File: config.mk
export PLATFORM = sky130hd
export DESIGN_NAME = irq_router
export DESIGN_NICKNAME = d
export VERILOG_FILES = /design/src/rtl/irq_router_pkg.sv /design/src/rtl/irq_router_bank.sv /design/src/rtl/irq_router_fanin.sv /design/src/rtl/irq_router.sv
export SDC_FILE = /design/constraint.sdc
export NUM_CORES = 1
export LEC_CHECK = 0
export BUFFER_PORTS_ARGS = -buffer_cell sky130_fd_sc_hd__buf_4
export CORE_UTILIZATION = 62
export CTS_CLUSTER_DIAMETER = 80
export DETAILED_ROUTE_END_ITERATION = 8
export MAX_ROUTING_LAYER = met4
export PLACE_DENSITY = 0.79
export SYNTH_ARGS = -nofsm -noshare
export SYNTH_HDL_FRONTEND = slang
export SYNTH_HIERARCHICAL = 1
export SYNTH_SLANG_ARGS = --single-unit
File: constraint.sdc
create_clock -name clk -period 2.1 [get_ports clk]
set_input_delay 0.21 -clock clk [delete_from_list [all_inputs] [get_ports clk]]
set_output_delay 0.21 -clock clk [all_outputs]
set_load 0.02 [all_outputs]
File: src/rtl/irq_router_pkg.sv
package irq_router_pkg;
  localparam int unsigned DATA_W      = 32;
  localparam int unsigned ADDR_W      = 5;
  localparam int unsigned NUM_LINES   = 32;
  localparam int unsigned FIELD_W     = 4;
  localparam int unsigned FLD_PER_WRD = DATA_W / FIELD_W;
  localparam int unsigned ROUTE_WORDS = NUM_LINES / FLD_PER_WRD;

  localparam logic [ADDR_W-1:0] OFF_MASK   = 5'h00;
  localparam logic [ADDR_W-1:0] OFF_STATUS = 5'h04;
  localparam logic [ADDR_W-1:0] OFF_ROUTE  = 5'h08;

  typedef logic [ROUTE_WORDS-1:0][DATA_W-1:0] route_bank_t;
endpackage

File: src/rtl/irq_router_bank.sv
module irq_router_bank
  import irq_router_pkg::*;
(
  input  logic                 clk,
  input  logic                 rst_n,
  input  logic                 wr_en,
  input  logic [ADDR_W-1:0]    addr,
  input  logic [DATA_W-1:0]    wdata,
  input  logic [NUM_LINES-1:0] irq_lvl,
  output logic [DATA_W-1:0]    rd_data,
  output logic [NUM_LINES-1:0] mask_q,
  output route_bank_t          route_q
);
  always_ff @(posedge clk or negedge rst_n) begin
    if (!rst_n) begin
      mask_q  <= '0;
      route_q <= '0;
    end else if (wr_en) begin
      if (addr == OFF_MASK) mask_q <= wdata;
      for (int w = 0; w < ROUTE_WORDS; w++) begin
        if (addr == OFF_ROUTE + ADDR_W'(4 * w)) route_q[w] <= wdata;
      end
    end
  end

  always_comb begin
    rd_data = '0;
    if (addr == OFF_MASK)   rd_data = mask_q;
    if (addr == OFF_STATUS) rd_data = irq_lvl;
    for (int w = 0; w < ROUTE_WORDS; w++) begin
      if (addr == OFF_ROUTE + ADDR_W'(4 * w)) rd_data = route_q[w];
    end
  end
endmodule

File: src/rtl/irq_router_fanin.sv
module irq_router_fanin
  import irq_router_pkg::*;
#(
  parameter int unsigned NUM_PARENT = 4
) (
  input  logic                  clk,
  input  logic                  rst_n,
  input  logic [NUM_LINES-1:0]  irq_lvl,
  input  logic [NUM_LINES-1:0]  mask,
  input  route_bank_t           route,
  output logic [NUM_PARENT-1:0] parent_q
);
  logic [NUM_PARENT-1:0][NUM_LINES-1:0] hit;
  logic [NUM_PARENT-1:0]                parent_d;

  for (genvar n = 0; n < NUM_LINES; n++) begin : g_line
    localparam int unsigned WIDX = ROUTE_WORDS - 1 - n / FLD_PER_WRD;
    localparam int unsigned BOFF = (n % FLD_PER_WRD) * FIELD_W;
    logic [FIELD_W-1:0] fld;
    logic               live;
    assign fld  = route[WIDX][BOFF +: FIELD_W];
    assign live = irq_lvl[n] & mask[n];
    for (genvar p = 0; p < NUM_PARENT; p++) begin : g_par
      assign hit[p][n] = live & (fld == FIELD_W'(p + 1));
    end
  end

  for (genvar p = 0; p < NUM_PARENT; p++) begin : g_or
    assign parent_d[p] = |hit[p];
  end

  always_ff @(posedge clk or negedge rst_n) begin
    if (!rst_n) parent_q <= '0;
    else        parent_q <= parent_d;
  end
endmodule

File: src/rtl/irq_router.sv
module irq_router
  import irq_router_pkg::*;
#(
  parameter int unsigned NUM_CORES  = 2,
  parameter int unsigned NUM_PARENT = 4,
  parameter int unsigned CORE_W     = (NUM_CORES > 1) ? $clog2(NUM_CORES) : 1
) (
  input  logic                            clk,
  input  logic                            rst_n,
  input  logic [NUM_LINES-1:0]            irq_in,
  input  logic                            bus_req,
  input  logic                            bus_we,
  input  logic [CORE_W-1:0]               bus_core,
  input  logic [ADDR_W-1:0]               bus_addr,
  input  logic [DATA_W-1:0]               bus_wdata,
  output logic [DATA_W-1:0]               bus_rdata,
  output logic                            bus_rvalid,
  output logic [NUM_CORES*NUM_PARENT-1:0] parent_irq
);
  localparam int unsigned SEL_SLOTS = 2 ** CORE_W;

  logic [DATA_W-1:0] rd_bank [SEL_SLOTS];
  logic              rd_req;

  assign rd_req = bus_req & ~bus_we;

  for (genvar c = 0; c < SEL_SLOTS; c++) begin : g_core
    if (c < NUM_CORES) begin : g_live
      logic [NUM_LINES-1:0]  mask_q;
      route_bank_t           route_q;
      logic [NUM_PARENT-1:0] par_q;
      logic                  wr_sel;

      assign wr_sel = bus_req & bus_we & (bus_core == CORE_W'(c));

      irq_router_bank u_bank (
        .clk     (clk),
        .rst_n   (rst_n),
        .wr_en   (wr_sel),
        .addr    (bus_addr),
        .wdata   (bus_wdata),
        .irq_lvl (irq_in),
        .rd_data (rd_bank[c]),
        .mask_q  (mask_q),
        .route_q (route_q)
      );

      irq_router_fanin #(.NUM_PARENT(NUM_PARENT)) u_fanin (
        .clk      (clk),
        .rst_n    (rst_n),
        .irq_lvl  (irq_in),
        .mask     (mask_q),
        .route    (route_q),
        .parent_q (par_q)
      );

      assign parent_irq[c*NUM_PARENT +: NUM_PARENT] = par_q;
    end else begin : g_void
      assign rd_bank[c] = '0;
    end
  end

  always_ff @(posedge clk or negedge rst_n) begin
    if (!rst_n) begin
      bus_rvalid <= 1'b0;
      bus_rdata  <= '0;
    end else begin
      bus_rvalid <= rd_req;
      if (rd_req) bus_rdata <= rd_bank[bus_core];
    end
  end
endmodule

==> reports/qor.txt, run 1 <==
MIN PATH
----------------------------------------------------------------------------------------------------
Class of the worst hold path                                                               in -> reg

SYNTH
----------------------------------------------------------------------------------------------------
Synth Instances                                                                                1,699
Register bit total from synthesis                                                                361
Total standard cell area after synthesis                                                0.0207 sq mm
Number of distinct library cell variants in the gate-level netlist after synthesis                51
Share of synthesized area occupied by flip-flops and latches                                   43.5%
Post-synth ARST share                                                                           100%
Number of warnings reported in the yosys synthesis log                                             6
Syn Nets                                                                                       1,773
Number of enable-type register cells in the synthesized netlist                                    0
Predominant post-synthesis flop cell                                                    sky130_fd_sc_hd__dfrtp_1
Synth Area per Inst                                                                       12.2 sq um

GLOBAL ROUTING
----------------------------------------------------------------------------------------------------
GRT Residual Overflow                                                                              0
Antenna violations before repair                                                                   2
Vias in the first global route                                                                16,954
Global-route wire length before repair                                                        114 mm
GRT Util Overall                                                                               48.0%
Maximum number of pins on one net before global-route repair                                      57

CLOCK NETWORK
----------------------------------------------------------------------------------------------------
Bufs on Longest Clock Path                                                                         3
Source-to-sink clock delay at the later pin of the worst-skew pair                           0.56 ns
Sink count of the clock tree                                                                     361
Number of H-tree branching levels                                                                  2
Number of clock buffers inserted by TritonCTS                                                     40
Clock-pin slew reported for the worst setup and hold paths after clock tree synthesis        0.06 ns
CTS Root Buffer Type                                                                    sky130_fd_sc_hd__clkbuf_16
Post-CTS setup buffer count                                                                        0
TritonCTS clock tree                                                                             yes

POWER AND IR DROP
----------------------------------------------------------------------------------------------------
Worst vdd rail ir drop                                                                    0.000640 V
Leak                                                                                         11.7 nW
Pwr Total                                                                                    18.6 mW
Power Density                                                                            750 mW/mm^2

STA
----------------------------------------------------------------------------------------------------
Setup skew after layout                                                                    0.0194 ns
Post-route clock period utilization                                                            97.9%
Actual slew at the worst max-slew pin                                                        1.14 ns
Final Setup Violations                                                                             0
Count of pins over their slew limit                                                                0
Peak clock frequency supported by timing                                                     486 MHz
WHS                                                                                       0.00662 ns
Hold violation total from the final report                                                         0
RSZ-0062 raised after global routing                                                           false
Max-slew headroom                                                                              23.3%
Final Critical Period                                                                        2.06 ns

CELLS AND AREA
----------------------------------------------------------------------------------------------------
Fraction of final layout cells with drive strength greater than 1                              38.3%
Area growth from synthesis to layout                                                           19.9%
Net total in the final layout                                                                  2,012
Layout Cells excl Fill                                                                         2,412
Final instance area                                                                     0.0249 sq mm
Number of filler cells placed in the layout                                                    2,191

FLOORPLAN
----------------------------------------------------------------------------------------------------
Overall die width                                                                             185 um
Starting Density                                                                               63.4%
Number of I/O pins                                                                               115
Total core area                                                                         0.0327 sq mm
Floorplan die area                                                                      0.0342 sq mm
Number of rows created at floorplan                                                               66
Vertical die dimension                                                                        185 um

DETAILED ROUTING
----------------------------------------------------------------------------------------------------
Per-cell routed wire length                                                                  32.7 um
Vias per std cell                                                                               7.17
DRC viols                                                                                          0
Via count                                                                                     17,295
Drt initial violations                                                                         2,017
Total Routed Length                                                                          78.8 mm
Count of nets left with antenna violations after detail routing                                    0
Number of search-and-repair iterations in the first detailed-routing pass                          6

RUN STATUS
----------------------------------------------------------------------------------------------------
Run status                                                                              complete, no violations

PLACEMENT
----------------------------------------------------------------------------------------------------
Placed cell count                                                                              2,334
IO Port Bufs                                                                                     114
Routability Congestion                                                                          1.10
HPWL reported at the end of detailed placement                                               57.4 mm
Instance area at placement                                                              0.0234 sq mm

CRITICAL PATH
----------------------------------------------------------------------------------------------------
Gate family responsible for the most delay along the worst path                         simple AND/OR/NAND/NOR gates
Cell Chain, Critical Path                                                               nand4b_1 -> nor3_2 -> or4_1 -> nor4_4 -> nand4_1
CP Buf/Inv Count                                                                                   0
Slowest stage cell, crit path                                                           sky130_fd_sc_hd__or4_1
Worst reg2reg setup slack                                                                    0.04 ns
Maximum net fanout on the critical path                                                            5
Critical Path Start Type                                                                    register
Type of the worst setup path                                                              reg -> reg
Element type at the critical path end                                                       register
Worst EP required                                                                            2.48 ns
Crit-path max cell delay                                                                     0.56 ns
Arrival time of data at the critical path endpoint                                           2.44 ns

JOB
----------------------------------------------------------------------------------------------------
Maximum Capacitance Violations                                                                     0

==> final timing paths <==
kind,startpoint,endpoint,cells after the start
worst max-delay path,g_core[0].g_live.u_bank/route_q[9],g_core[0].g_live.u_fanin/parent_q[1],5
worst min-delay path,bus_req,bus_rvalid,2
worst max register to register,g_core[0].g_live.u_bank/route_q[9],g_core[0].g_live.u_fanin/parent_q[1],5
worst min register to register,bus_rdata[10],bus_rdata[10],1
max in group asynchronous,rst_n,g_core[1].g_live.u_bank/route_q[28],3
min in group asynchronous,rst_n,g_core[1].g_live.u_bank/route_q[10],2
==> timing repair <==
action | 4_1_cts | 5_1_grt
endpoints found under the setup margin | 1 | 2
gates resized for setup | 2 | 6
hold endpoints to repair | 50 | 0
pin swaps | 0 | 3
hold buffers | 4 | 0
==> synthesized netlist by cell type (all sizes together) (13+ instances only) <==
library cell	n	share of area, %
mux2	386	23
nand2b	14	0.42
nand4	16	0.48
nand3	36	0.87
inv	24	0.43
nor4bb	44	2.1
and3	25	0.75
o21ai	64	1.5
nor2b	13	0.39
o22a	60	2.5
clkbuf	14	0.25
mux2i	186	9.0
nor3	36	0.87
nor4	34	1.0
nor4b	54	2.3
or4	16	0.58
nand3b	50	1.8
nand2	53	0.96
buf	64	2.0
nand4b	20	0.84
dfrtp	361	44
nor2	45	1.0
==> layout by cell type, fill, tap and decap left out, types with 12 or more instances in the layout <==
cell type                     n
sky130_fd_sc_hd__dfrtp_1    359
sky130_fd_sc_hd__mux2_2     268
sky130_fd_sc_hd__buf_4      234
sky130_fd_sc_hd__mux2i_1    186
sky130_fd_sc_hd__mux2_4     116
sky130_fd_sc_hd__o21ai_0     64
sky130_fd_sc_hd__o22a_1      60
sky130_fd_sc_hd__nor4b_1     54
sky130_fd_sc_hd__nand2_1     53
sky130_fd_sc_hd__nand3b_1    50
sky130_fd_sc_hd__nor4bb_1    43
sky130_fd_sc_hd__clkbuf_16   41
sky130_fd_sc_hd__nor2_1      37
sky130_fd_sc_hd__nor3_1      35
sky130_fd_sc_hd__buf_12      35
sky130_fd_sc_hd__nand3_1     34
sky130_fd_sc_hd__nor4_1      32
sky130_fd_sc_hd__and3_1      25
sky130_fd_sc_hd__inv_1       24
sky130_fd_sc_hd__nand4b_1    20
sky130_fd_sc_hd__or4_1       16
sky130_fd_sc_hd__nand4_1     16
sky130_fd_sc_hd__nand2b_1    14
sky130_fd_sc_hd__nor2b_1     12
sky130_fd_sc_hd__a31oi_1     12
==> power breakdown <==
part / leakage [nW] / total [mW] / switching [mW] / internal (mW)
clock network: 0.698 / 7.70 / 3.02 / 4.68
logic: 6.05 / 2.75 / 1.42 / 1.33
registers: 4.92 / 8.20 / 0.686 / 7.51
==> through the flow <==
step / util [%] / setup TNS, ns / worst slack [ns]
after floorplan: - / 0 / 0.278
after global placement: 71.5 / -0.134 / -0.134
after detailed placement: 71.5 / -0.105 / -0.0775
after CTS: 76.0 / 0 / 0.00146
after global routing: 76.1 / 0 / 0.0106
final: 76.1 / 0 / 0.0438
==> logic make-up (layout without fill, tap and decap cells) <==
kind of cell,Yosys count,in the layout,synth area share [%]
buffers and inverters,102,371,2.71
and+or+nand+nor,484,484,15.6
other,0,2,0
AOI/OAI and AO/OA,180,180,6.13
muxes,572,572,32.0
DFF,361,361,43.5
==> state kept, by name, summed over array words and instances (netlist names) <==
name / cells
g_core.g_live.u_bank/route_q: 256
g_core.g_live.u_bank/mask_q: 64
bus_rdata: 32
g_core.g_live.u_fanin/parent_q: 8
bus_rvalid: 1
==> cell type report <==
type	count	area, sq um	share of cell area [%]
antenna	2	5.00	0.0201
clock buffer	48	1080	4.35
clock inverter	24	343	1.38
inverter	24	90.1	0.362
multi-input combinational	1236	11200	45.2
sequential	361	9040	36.3
tap	442	553	2.22
timing repair buffer	275	2520	10.1
==> worst register-to-register path, stage by stage (launching register included) <==
cell and delay [ns]:
sky130_fd_sc_hd__dfrtp_2 0.46, sky130_fd_sc_hd__nand4b_1 0.30, sky130_fd_sc_hd__nor3_2 0.11, sky130_fd_sc_hd__or4_1 0.56, sky130_fd_sc_hd__nor4_4 0.27, sky130_fd_sc_hd__nand4_1 0.18
==> layer usage <==
layer	GRT usage, %	vias to the layer above	wire length (um)
li1	-	7030	-
met1	59.4	8727	29500
met2	72.8	1223	36000
met3	11.3	315	8450
met4	26.0	0	4970
met5	-	-	0
Note: power is estimated with default switching activity, not from simulation.
==> run 2: changes to the inputs <==
CORE_ASPECT_RATIO = 0.9   (was default)
==> reports/qor.txt, run 2 (same netlist as run 1, synthesis figures left out) <==
RUN STATUS
----------------------------------------------------------------------------------------------------
Run status                                                                              complete, no violations

CELLS AND AREA
----------------------------------------------------------------------------------------------------
Area growth from synthesis to layout                                                           16.5%
Utilization after layout                                                                       73.4%   -2.7 points
Top register by number of flip-flops                                                    g_core.g_live.u_bank/route_q
Most frequent standard cell in the layout excluding fill and tap cells                  sky130_fd_sc_hd__dfrtp_1
Inserted Diodes                                                                                    0   -2
Top Registers                                                                           g_core.g_live.u_bank/route_q: 256 flops, g_core.g_live.u_bank/mask_q: 64 flops, bus_rdata: 32 flops
Layout Cells excl Fill                                                                         2,326   -3.6%
Fraction of final layout cells with drive strength greater than 1                              35.9%   -2.3 points
Most frequent cells in the layout                                                       sky130_fd_sc_hd__dfrtp_1, sky130_fd_sc_hd__mux2_2, sky130_fd_sc_hd__mux2i_1, sky130_fd_sc_hd__buf_4, sky130_fd_sc_hd__mux2_4
Net total in the final layout                                                                  1,950   -3.1%
Largest register FFs                                                                             256   unchanged

CRITICAL PATH
----------------------------------------------------------------------------------------------------
Slowest stage cell, crit path                                                           sky130_fd_sc_hd__nor4bb_1
Cell Chain, Critical Path                                                               nor4bb_1 -> nand2_1 -> o211ai_1 -> nor4_2 -> nand4_1
Element type at the critical path end                                                       register
Crit-path max cell delay                                                                     0.68 ns   +0.12 ns
Worst EP required                                                                            2.56 ns   +0.08 ns
Arrival time of data at the critical path endpoint                                           2.50 ns   +0.06 ns
Type of the worst setup path                                                              reg -> reg
Maximum net fanout on the critical path                                                            4   -1
Critical Path Start Type                                                                    register

FLOORPLAN
----------------------------------------------------------------------------------------------------
Number of I/O pins                                                                               115   unchanged
Starting Density                                                                               63.0%   -0.48 points
Floorplan die area                                                                      0.0342 sq mm   about the same
Overall die width                                                                             195 um   +5.4%
Vertical die dimension                                                                        176 um   -5.1%
Number of rows created at floorplan                                                               63   -4.5%
Total core area                                                                         0.0329 sq mm   +0.76%

CLOCK NETWORK
----------------------------------------------------------------------------------------------------
Bufs on Longest Clock Path                                                                         3   unchanged
Source-to-sink clock delay at the later pin of the worst-skew pair                           0.56 ns   about the same
Clock-pin slew reported for the worst setup and hold paths after clock tree synthesis        0.06 ns   about the same
CTS Root Buffer Type                                                                    sky130_fd_sc_hd__clkbuf_16
TritonCTS clock tree                                                                             yes
Sink count of the clock tree                                                                     361   unchanged
Number of H-tree branching levels                                                                  2   unchanged
Number of clock buffers inserted by TritonCTS                                                     39   -2.5%

POWER AND IR DROP
----------------------------------------------------------------------------------------------------
Leak                                                                                         11.3 nW   -3.4%
Power Density                                                                            728 mW/mm^2   -2.8%
Worst vdd rail ir drop                                                                    0.000705 V   +10%

DETAILED ROUTING
----------------------------------------------------------------------------------------------------
Via count                                                                                     16,623   -3.9%
Number of search-and-repair iterations in the first detailed-routing pass                          6   unchanged
Per-cell routed wire length                                                                  32.4 um   -0.81%
Count of nets left with antenna violations after detail routing                                    0   unchanged
DRC viols                                                                                          0   unchanged
Drt initial violations                                                                         1,680   -17%
Vias per std cell                                                                               7.15   -0.33%
Total Routed Length                                                                          75.4 mm   -4.3%

GLOBAL ROUTING
----------------------------------------------------------------------------------------------------
Antenna violations before repair                                                                   2   unchanged
Global-route wire length before repair                                                        111 mm   -2.9%
GRT Residual Overflow                                                                              0   unchanged
Maximum number of pins on one net before global-route repair                                      67   +18%
GRT Util Overall                                                                               45.8%   -2.2 points
Vias in the first global route                                                                16,501   -2.7%

STA
----------------------------------------------------------------------------------------------------
Count of pins over their slew limit                                                                0   unchanged
WHS                                                                                        0.0206 ns   +0.0140 ns
Setup skew after layout                                                                    0.0266 ns   +0.00715 ns
Final Critical Period                                                                        2.03 ns   -0.0227 ns
Final Setup Violations                                                                             0   unchanged
Actual slew at the worst max-slew pin                                                       0.868 ns   -0.267 ns
RSZ-0062 raised after global routing                                                           false
Max-slew headroom                                                                              41.3%   +18 points
Peak clock frequency supported by timing                                                     492 MHz   +1.1%
Hold violation total from the final report                                                         0   unchanged
Final setup slack of the worst path                                                        0.0665 ns   +0.0227 ns
Sum of negative setup slack                                                                     0 ns   unchanged
Post-route clock period utilization                                                            96.8%   -1.1 points

PLACEMENT
----------------------------------------------------------------------------------------------------
Placement-stage worst setup slack                                                          0.0791 ns   +0.157 ns
IO Port Bufs                                                                                     114   unchanged
Routability Congestion                                                                          1.04   -5.0%
Placed cell count                                                                              2,256   -3.3%
HPWL reported at the end of detailed placement                                               55.5 mm   -3.3%

JOB
----------------------------------------------------------------------------------------------------
Maximum Capacitance Violations                                                                     0   unchanged

MIN PATH
----------------------------------------------------------------------------------------------------
Class of the worst hold path                                                               in -> reg

-- run 2: final cells by class --
cell class,count,area (sq um)
Inverter,24,90.1
Clock inverter,14,114
Timing Repair Buffer,214,2050
Sequential cell,361,9030
Fill cell,2293,8780
Clock buffer,55,1140
Multi-Input combinational cell,1236,11200
Tap cell,422,528
-- run 2: path summary, 6_finish.rpt --
check | from | depth (start not counted) | slack, ns | to
worst max-delay path | g_core[0].g_live.u_bank/mask_q[18] | 5 | 0.07 | g_core[0].g_live.u_fanin/parent_q[0]
worst min-delay path | bus_wdata[17] | 2 | 0.02 | g_core[1].g_live.u_bank/route_q[49]
worst max register to register | g_core[0].g_live.u_bank/mask_q[18] | 5 | 0.07 | g_core[0].g_live.u_fanin/parent_q[0]
worst min register to register | bus_rdata[8] | 1 | 0.52 | bus_rdata[8]
max in group asynchronous | rst_n | 3 | 1.13 | g_core[0].g_live.u_fanin/parent_q[0]
min in group asynchronous | rst_n | 2 | 0.18 | g_core[1].g_live.u_bank/route_q[65]
-- run 2: critical path, delay by kind of cell (launching register included) --
| family | cells | cell delay (ns) |
|---|---|---|
| AOI/OAI and AO/OA | 1 | 0.44 |
| DFF | 1 | 0.45 |
| and+or+nand+nor | 4 | 1.04 |
-- run 2: timing repair --
item | CTS | global route
endpoints found under the hold margin | 49 | 0
hold buffers | 1 | 0
buffers inserted | 0 | 0
setup endpoints to repair | 0 | 2
resized for setup | 0 | 2
-- run 2: metrics by stage --
step	power, mW	instance area, sq um
after floorplan	9.44	20700
after global placement	10.7	22900
after detailed placement	10.8	22900
after CTS	17.6	24200
after global routing	18.1	24200
final	17.6	24200
-- run 2: power by group --
| group | switching, mW | leakage (nW) | internal (mW) |
|---|---|---|---|
| sequential | 0.716 | 4.92 | 7.51 |
| clock | 2.92 | 0.627 | 3.91 |
| combinational | 1.29 | 5.71 | 1.25 |
-- run 2: layer usage --
| metal | vias up | part of all wire, % | wire [um] | global-route usage (%) |
|---|---|---|---|---|
| met5 | - | 0 | 0 | - |
| li1 | 6925 | - | - | - |
| met4 | 0 | 5.5 | 4120 | 22.0 |
| met2 | 970 | 45 | 33700 | 67.6 |
| met1 | 8484 | 40 | 29800 | 59.3 |
| met3 | 244 | 10 | 7740 | 11.3 |
